`src/rtl/chain_alu_pkg.sv`:
```
package chain_alu_pkg;

   localparam int OPC_W = 4;
   localparam int FLG_N = 4;

   localparam int FLG_CARRY = 0;
   localparam int FLG_OVF   = 1;
   localparam int FLG_ZERO  = 2;
   localparam int FLG_SIGN  = 3;

   typedef enum logic [OPC_W-1:0] {
      OPC_ADD  = 4'd0,
      OPC_ADC  = 4'd1,
      OPC_SUB  = 4'd2,
      OPC_SBC  = 4'd3,
      OPC_XOR  = 4'd4,
      OPC_OR   = 4'd5,
      OPC_AND  = 4'd6,
      OPC_SHL  = 4'd7,
      OPC_SHR  = 4'd8,
      OPC_SRA  = 4'd9,
      OPC_MUL  = 4'd10,
      OPC_MULU = 4'd11
   } opc_e;

endpackage

```
`src/rtl/chain_alu_addsub.sv`:
```
module chain_alu_addsub #(
   parameter int WIDTH = 32
) (
   input  logic [WIDTH-1:0] a,
   input  logic [WIDTH-1:0] b,
   input  logic             is_sub,
   input  logic             chained,
   input  logic             cin,
   output logic [WIDTH-1:0] sum,
   output logic             cy,
   output logic             ovf
);
   localparam int MSB = WIDTH - 1;

   logic [WIDTH-1:0] b_eff;
   logic             c_eff;
   logic [WIDTH:0]   wide;

   // subtract as a + ~b + 1, minus the borrow when chained
   assign b_eff = is_sub ? ~b : b;
   always_comb begin
      if (is_sub) c_eff = chained ? ~cin : 1'b1;
      else        c_eff = chained ? cin  : 1'b0;
   end

   assign wide = {1'b0, a} + {1'b0, b_eff} + {{WIDTH{1'b0}}, c_eff};
   assign sum  = wide[WIDTH-1:0];
   // carry out of a subtract is "no borrow"; report borrow instead
   assign cy   = is_sub ? ~wide[WIDTH] : wide[WIDTH];
   assign ovf  = (a[MSB] == b_eff[MSB]) && (sum[MSB] != a[MSB]);

endmodule

```
`src/rtl/chain_alu_shift.sv`:
```
module chain_alu_shift #(
   parameter int WIDTH   = 32,
   parameter bit STAGED  = 1'b1,
   localparam int SHW    = $clog2(WIDTH)
) (
   input  logic [WIDTH-1:0] din,
   input  logic [SHW-1:0]   amt,
   input  logic             left,
   input  logic             arith,
   output logic [WIDTH-1:0] dout
);
   logic fill;
   assign fill = arith & din[WIDTH-1];

   generate
      if (STAGED) begin : g_staged
         logic [WIDTH-1:0] st [SHW+1];
         assign st[0] = din;
         for (genvar k = 0; k < SHW; k++) begin : g_stage
            localparam int D = 1 << k;
            logic [WIDTH-1:0] moved;
            assign moved = left ? {st[k][WIDTH-1-D:0], {D{1'b0}}}
                                : {{D{fill}}, st[k][WIDTH-1:D]};
            assign st[k+1] = amt[k] ? moved : st[k];
         end
         assign dout = st[SHW];
      end else begin : g_operator
         logic [2*WIDTH-1:0] ext;
         logic [2*WIDTH-1:0] ext_sh;
         assign ext    = {{WIDTH{fill}}, din};
         assign ext_sh = ext >> amt;
         assign dout   = left ? (din << amt) : ext_sh[WIDTH-1:0];
      end
   endgenerate

endmodule

```
`src/rtl/chain_alu_mul.sv`:
```
module chain_alu_mul #(
   parameter int WIDTH = 32
) (
   input  logic [WIDTH-1:0] a,
   input  logic [WIDTH-1:0] b,
   output logic [WIDTH-1:0] prod
);
   // low WIDTH bits of the product are the same for signed and unsigned
   assign prod = a * b;
endmodule

```
`src/rtl/chain_alu.sv`:
```
module chain_alu
   import chain_alu_pkg::*;
#(
   parameter int WIDTH        = 32,
   parameter bit SHIFT_STAGED = 1'b1,
   localparam int SHW         = $clog2(WIDTH)
) (
   input  logic [WIDTH-1:0] op_a,
   input  logic [WIDTH-1:0] op_b,
   input  logic [OPC_W-1:0] op_sel,
   input  logic             carry_in,
   output logic [WIDTH-1:0] result,
   output logic [FLG_N-1:0] flags
);
   generate
      if (WIDTH < 4 || (1 << SHW) != WIDTH) begin : g_bad_width
         $error("chain_alu: WIDTH must be a power of two of at least 4");
      end
   endgenerate

   logic [WIDTH-1:0] as_sum, sh_out, mul_out;
   logic             as_cy, as_ovf;
   logic             is_sub, chained, sh_left, sh_arith;

   assign is_sub   = (op_sel == OPC_SUB) || (op_sel == OPC_SBC);
   assign chained  = (op_sel == OPC_ADC) || (op_sel == OPC_SBC);
   assign sh_left  = (op_sel == OPC_SHL);
   assign sh_arith = (op_sel == OPC_SRA);

   chain_alu_addsub #(.WIDTH(WIDTH)) u_addsub (
      .a(op_a), .b(op_b), .is_sub(is_sub), .chained(chained), .cin(carry_in),
      .sum(as_sum), .cy(as_cy), .ovf(as_ovf)
   );

   chain_alu_shift #(.WIDTH(WIDTH), .STAGED(SHIFT_STAGED)) u_shift (
      .din(op_a), .amt(op_b[SHW-1:0]), .left(sh_left), .arith(sh_arith),
      .dout(sh_out)
   );

   chain_alu_mul #(.WIDTH(WIDTH)) u_mul (
      .a(op_a), .b(op_b), .prod(mul_out)
   );

   logic c_f, v_f;

   always_comb begin
      result = '0;
      c_f    = 1'b0;
      v_f    = 1'b0;
      case (op_sel)
         OPC_ADD, OPC_ADC, OPC_SUB, OPC_SBC: begin
            result = as_sum;
            c_f    = as_cy;
            v_f    = as_ovf;
         end
         OPC_XOR:                     result = op_a ^ op_b;
         OPC_OR:                      result = op_a | op_b;
         OPC_AND:                     result = op_a & op_b;
         OPC_SHL, OPC_SHR, OPC_SRA:   result = sh_out;
         OPC_MUL, OPC_MULU:           result = mul_out;
         default:                     result = '0;
      endcase
   end

   always_comb begin
      flags            = '0;
      flags[FLG_CARRY] = c_f;
      flags[FLG_OVF]   = v_f;
      flags[FLG_ZERO]  = (result == '0);
      flags[FLG_SIGN]  = result[WIDTH-1];
   end

endmodule

```
`config.mk`:
```
export PLATFORM = sky130hd
export DESIGN_NAME = chain_alu
export DESIGN_NICKNAME = d
export VERILOG_FILES = /design/src/rtl/chain_alu_pkg.sv /design/src/rtl/chain_alu_addsub.sv /design/src/rtl/chain_alu_shift.sv /design/src/rtl/chain_alu_mul.sv /design/src/rtl/chain_alu.sv
export SDC_FILE = /design/constraint.sdc
export NUM_CORES = 2
export LEC_CHECK = 0
export CAP_MARGIN = 20
export CORE_MARGIN = 4
export CORE_UTILIZATION = 40
export DETAILED_ROUTE_END_ITERATION = 6
export PLACE_DENSITY = 0.69
export SYNTH_ARGS = -nofsm -noshare
export SYNTH_HDL_FRONTEND = slang
export SYNTH_SLANG_ARGS = --single-unit
export TNS_END_PERCENT = 20
```
`constraint.sdc`:
```
create_clock -name vclk -period 9.2
set_input_delay 0.92 -clock vclk [all_inputs]
set_output_delay 0.92 -clock vclk [all_outputs]
set_load 0.02 [all_outputs]
```
==> out/metrics.csv <==
stage;metric;value;unit
outcome;status;complete, but fails checks;
outcome;failed_checks;negative setup slack;
timing;period_share;1.04;
global_routing;grt.total_usage;0.370;
detailed_routing;wl_met3;14.6;mm
min_path;hold_path_class;in -> out;
worst_setup_path;slowest_delay;0.58;ns
timing;max_slew.worst_pin.slew;1.12;ns
logic_synthesis;avgSynthCellArea;7.76;sq um
global_routing;grt_max_degree;64;
worst_setup_path;worstPathArrival;8.66;ns
floorplanning;chipHeight;254;um
logic_synthesis;syn_inst;3112;
timing;rsz0062_at_grt;true;
timing;period_minus_slack;9.58;ns
timing;max_freq;104;MHz
detailed_routing;wl_met1;46.4;mm
timing;fin_setup_tns;-0.377;ns
worst_setup_path;crit_type;in -> out;
worst_setup_path;startpoint_type;input port;
worst_setup_path;crit_family;adder cells;
logic_synthesis;yosys-top-cells-area;fa_1 34%, ha_1 11%, inv_1 6.9%;
logic_synthesis;synth_area;24200;sq um
worst_setup_path;crit_path_end_kind;primary output;
global_routing;gr-total-overflow;0;
detailed_routing;met2_wirelength;51.1;mm
timing;setup_ws;-0.377;ns
layout;fill_cells;5670;
timing;setup_viol;1;
detailed_routing;maxUsedRoutingLayer;met5;
layout;drive_gt1_frac;0.234;
global_routing;antenna_found_initial;5;
logic_synthesis;yosysTopAreaCellShare;0.340;
layout;multiInputGateArea;22200;sq um
worst_setup_path;required;8.28;ns
detailed_routing;drtIter0Drc;3362;
floorplanning;dieWidth;254;um
logic_synthesis;yosysTopAreaCell;fa_1;
logic_synthesis;synthesis.nets;3809;
layout;seq_cell_count;0;
detailed_routing;ant_nets;0;
layout;nNetsFinal;4251;
detailed_routing;dr_total_vias;26300;
timing;slew_viol_final;0;
logic_synthesis;ys_seq_area_frac;0;
detailed_routing;drc;0;
worst_setup_path;path_buf_inv;8;
floorplanning;core_region_area;59400;sq um
global_routing;grt_pass1_vias;26200;
detailed_routing;wirelength;121;mm
global_routing;grt_pass1_wl;176;mm
detailed_routing;wire_per_inst;28.0;um
floorplanning;io-pin-count;105;
timing;hold_viol;0;
flow_run;drv_cap;0;
place;dpl.hpwl;99.6;mm
floorplanning;start_util;0.407;
detailed_routing;drt-pass1-iter-count;6;
worst_setup_path;path_common_cell;fa_1;
logic_synthesis;synth_cell_type_count;102;
layout;seqCellArea;0;sq um
layout;nClkBuffers;0;
worst_setup_path;critical_path_peak_fanout;6;
floorplanning;die_area;64400;sq um
timing;max_slew_margin;0.248;
detailed_routing;viasPerCell;6.07;
place;io_buffer_count;105;
logic_synthesis;ys_warn_count;0;
layout;synthToLayoutAreaGrowth;26.8;%
floorplanning;num_rows;89;
worst_setup_path;crit_slowest_cell;fa_1;
place;gp_congestion;1.08;
-- per-layer routing --
metal / up-vias / global-route usage
li1: 11100 / -
met1: 13000 / 0.495
met2: 1787 / 0.559
met3: 391 / 0.0830
met4: 2 / 0.198
met5: - / 0
-- Yosys cell counts (26+ instances only) --
cell type / instances
inv_1: 441
nor2_1: 433
fa_1: 410
nand2_1: 355
ha_1: 218
clkbuf_1: 127
a21oi_1: 115
xnor2_1: 100
o21ai_0: 90
nand3_1: 56
nor3_1: 52
nand2b_1: 43
buf_1: 36
buf_2: 32
mux2i_1: 32
a31oi_1: 29
a211oi_1: 27
a221oi_1: 26
o211ai_1: 26
xor2_1: 26
-- cell type report --
class	count	area share
diodes	3	0.000245
repair buffers	654	0.183
inverters	463	0.0593
well taps	773	0.0316
multi-input cells	2435	0.725
-- worst paths after layout --
| kind | start | endpoint | slack (ns) | cells after the start |
|---|---|---|---|---|
| max | op_b[2] | flags[2] | -0.38 | 29 |
| min | op_b[4] | result[28] | 3.10 | 10 |
-- logic make-up after synthesis --
kind of cell	count (synthesis)	synth area share
compound gates	552	0.160
xor+xnor	126	0.0457
buf+inv	677	0.111
mux	62	0.0361
fa+ha+maj	628	0.453
simple gates	1067	0.194
-- metrics by stage --
| stage | cells | util | instance area [sq um] | hold slack [ns] | setup slack (ns) |
|---|---|---|---|---|---|
| 3_5_place_dp | 4265 | 0.493 | 29200 | 3.23 | -1.46 |
| 6_report | 4328 | 0.516 | 30600 | 3.10 | -0.377 |
| 4_1_cts | 4306 | 0.508 | 30200 | 3.10 | -0.521 |
| 2_1_floorplan | 3112 | - | 24400 | 2.20 | 0.00247 |
| 5_1_grt | 4325 | 0.516 | 30600 | 3.14 | -0.577 |
| 3_3_place_gp | 4263 | 0.492 | 29200 | 3.23 | -1.39 |
-- timing repair --
| action | CTS | global route |
|---|---|---|
| cloned | 0 | 2 |
| pin swaps | 72 | 64 |
| setup endpoints to repair | 17 | 12 |
| buffers inserted | 42 | 18 |
| gates resized for setup | 302 | 135 |
| hold buffers | 0 | 0 |
-- cell usage in the layout, fill, tap and decap left out, drive strengths merged, types with 22 or more instances in the layout --
master | netlist | final
fa | 410 | 410
xor2 | 26 | 26
a21oi | 115 | 115
buf | 87 | 570
a221oi | 28 | 28
o211ai | 27 | 27
xnor2 | 100 | 100
nand2b | 43 | 43
a211oi | 29 | 29
ha | 218 | 218
nor3 | 54 | 54
a31oi | 29 | 29
o221ai | 22 | 22
nor2 | 435 | 435
nand3 | 56 | 56
o21ai | 109 | 109
clkdlybuf4s50 | 0 | 43
mux2i | 32 | 32
inv | 445 | 446
nand2 | 357 | 357
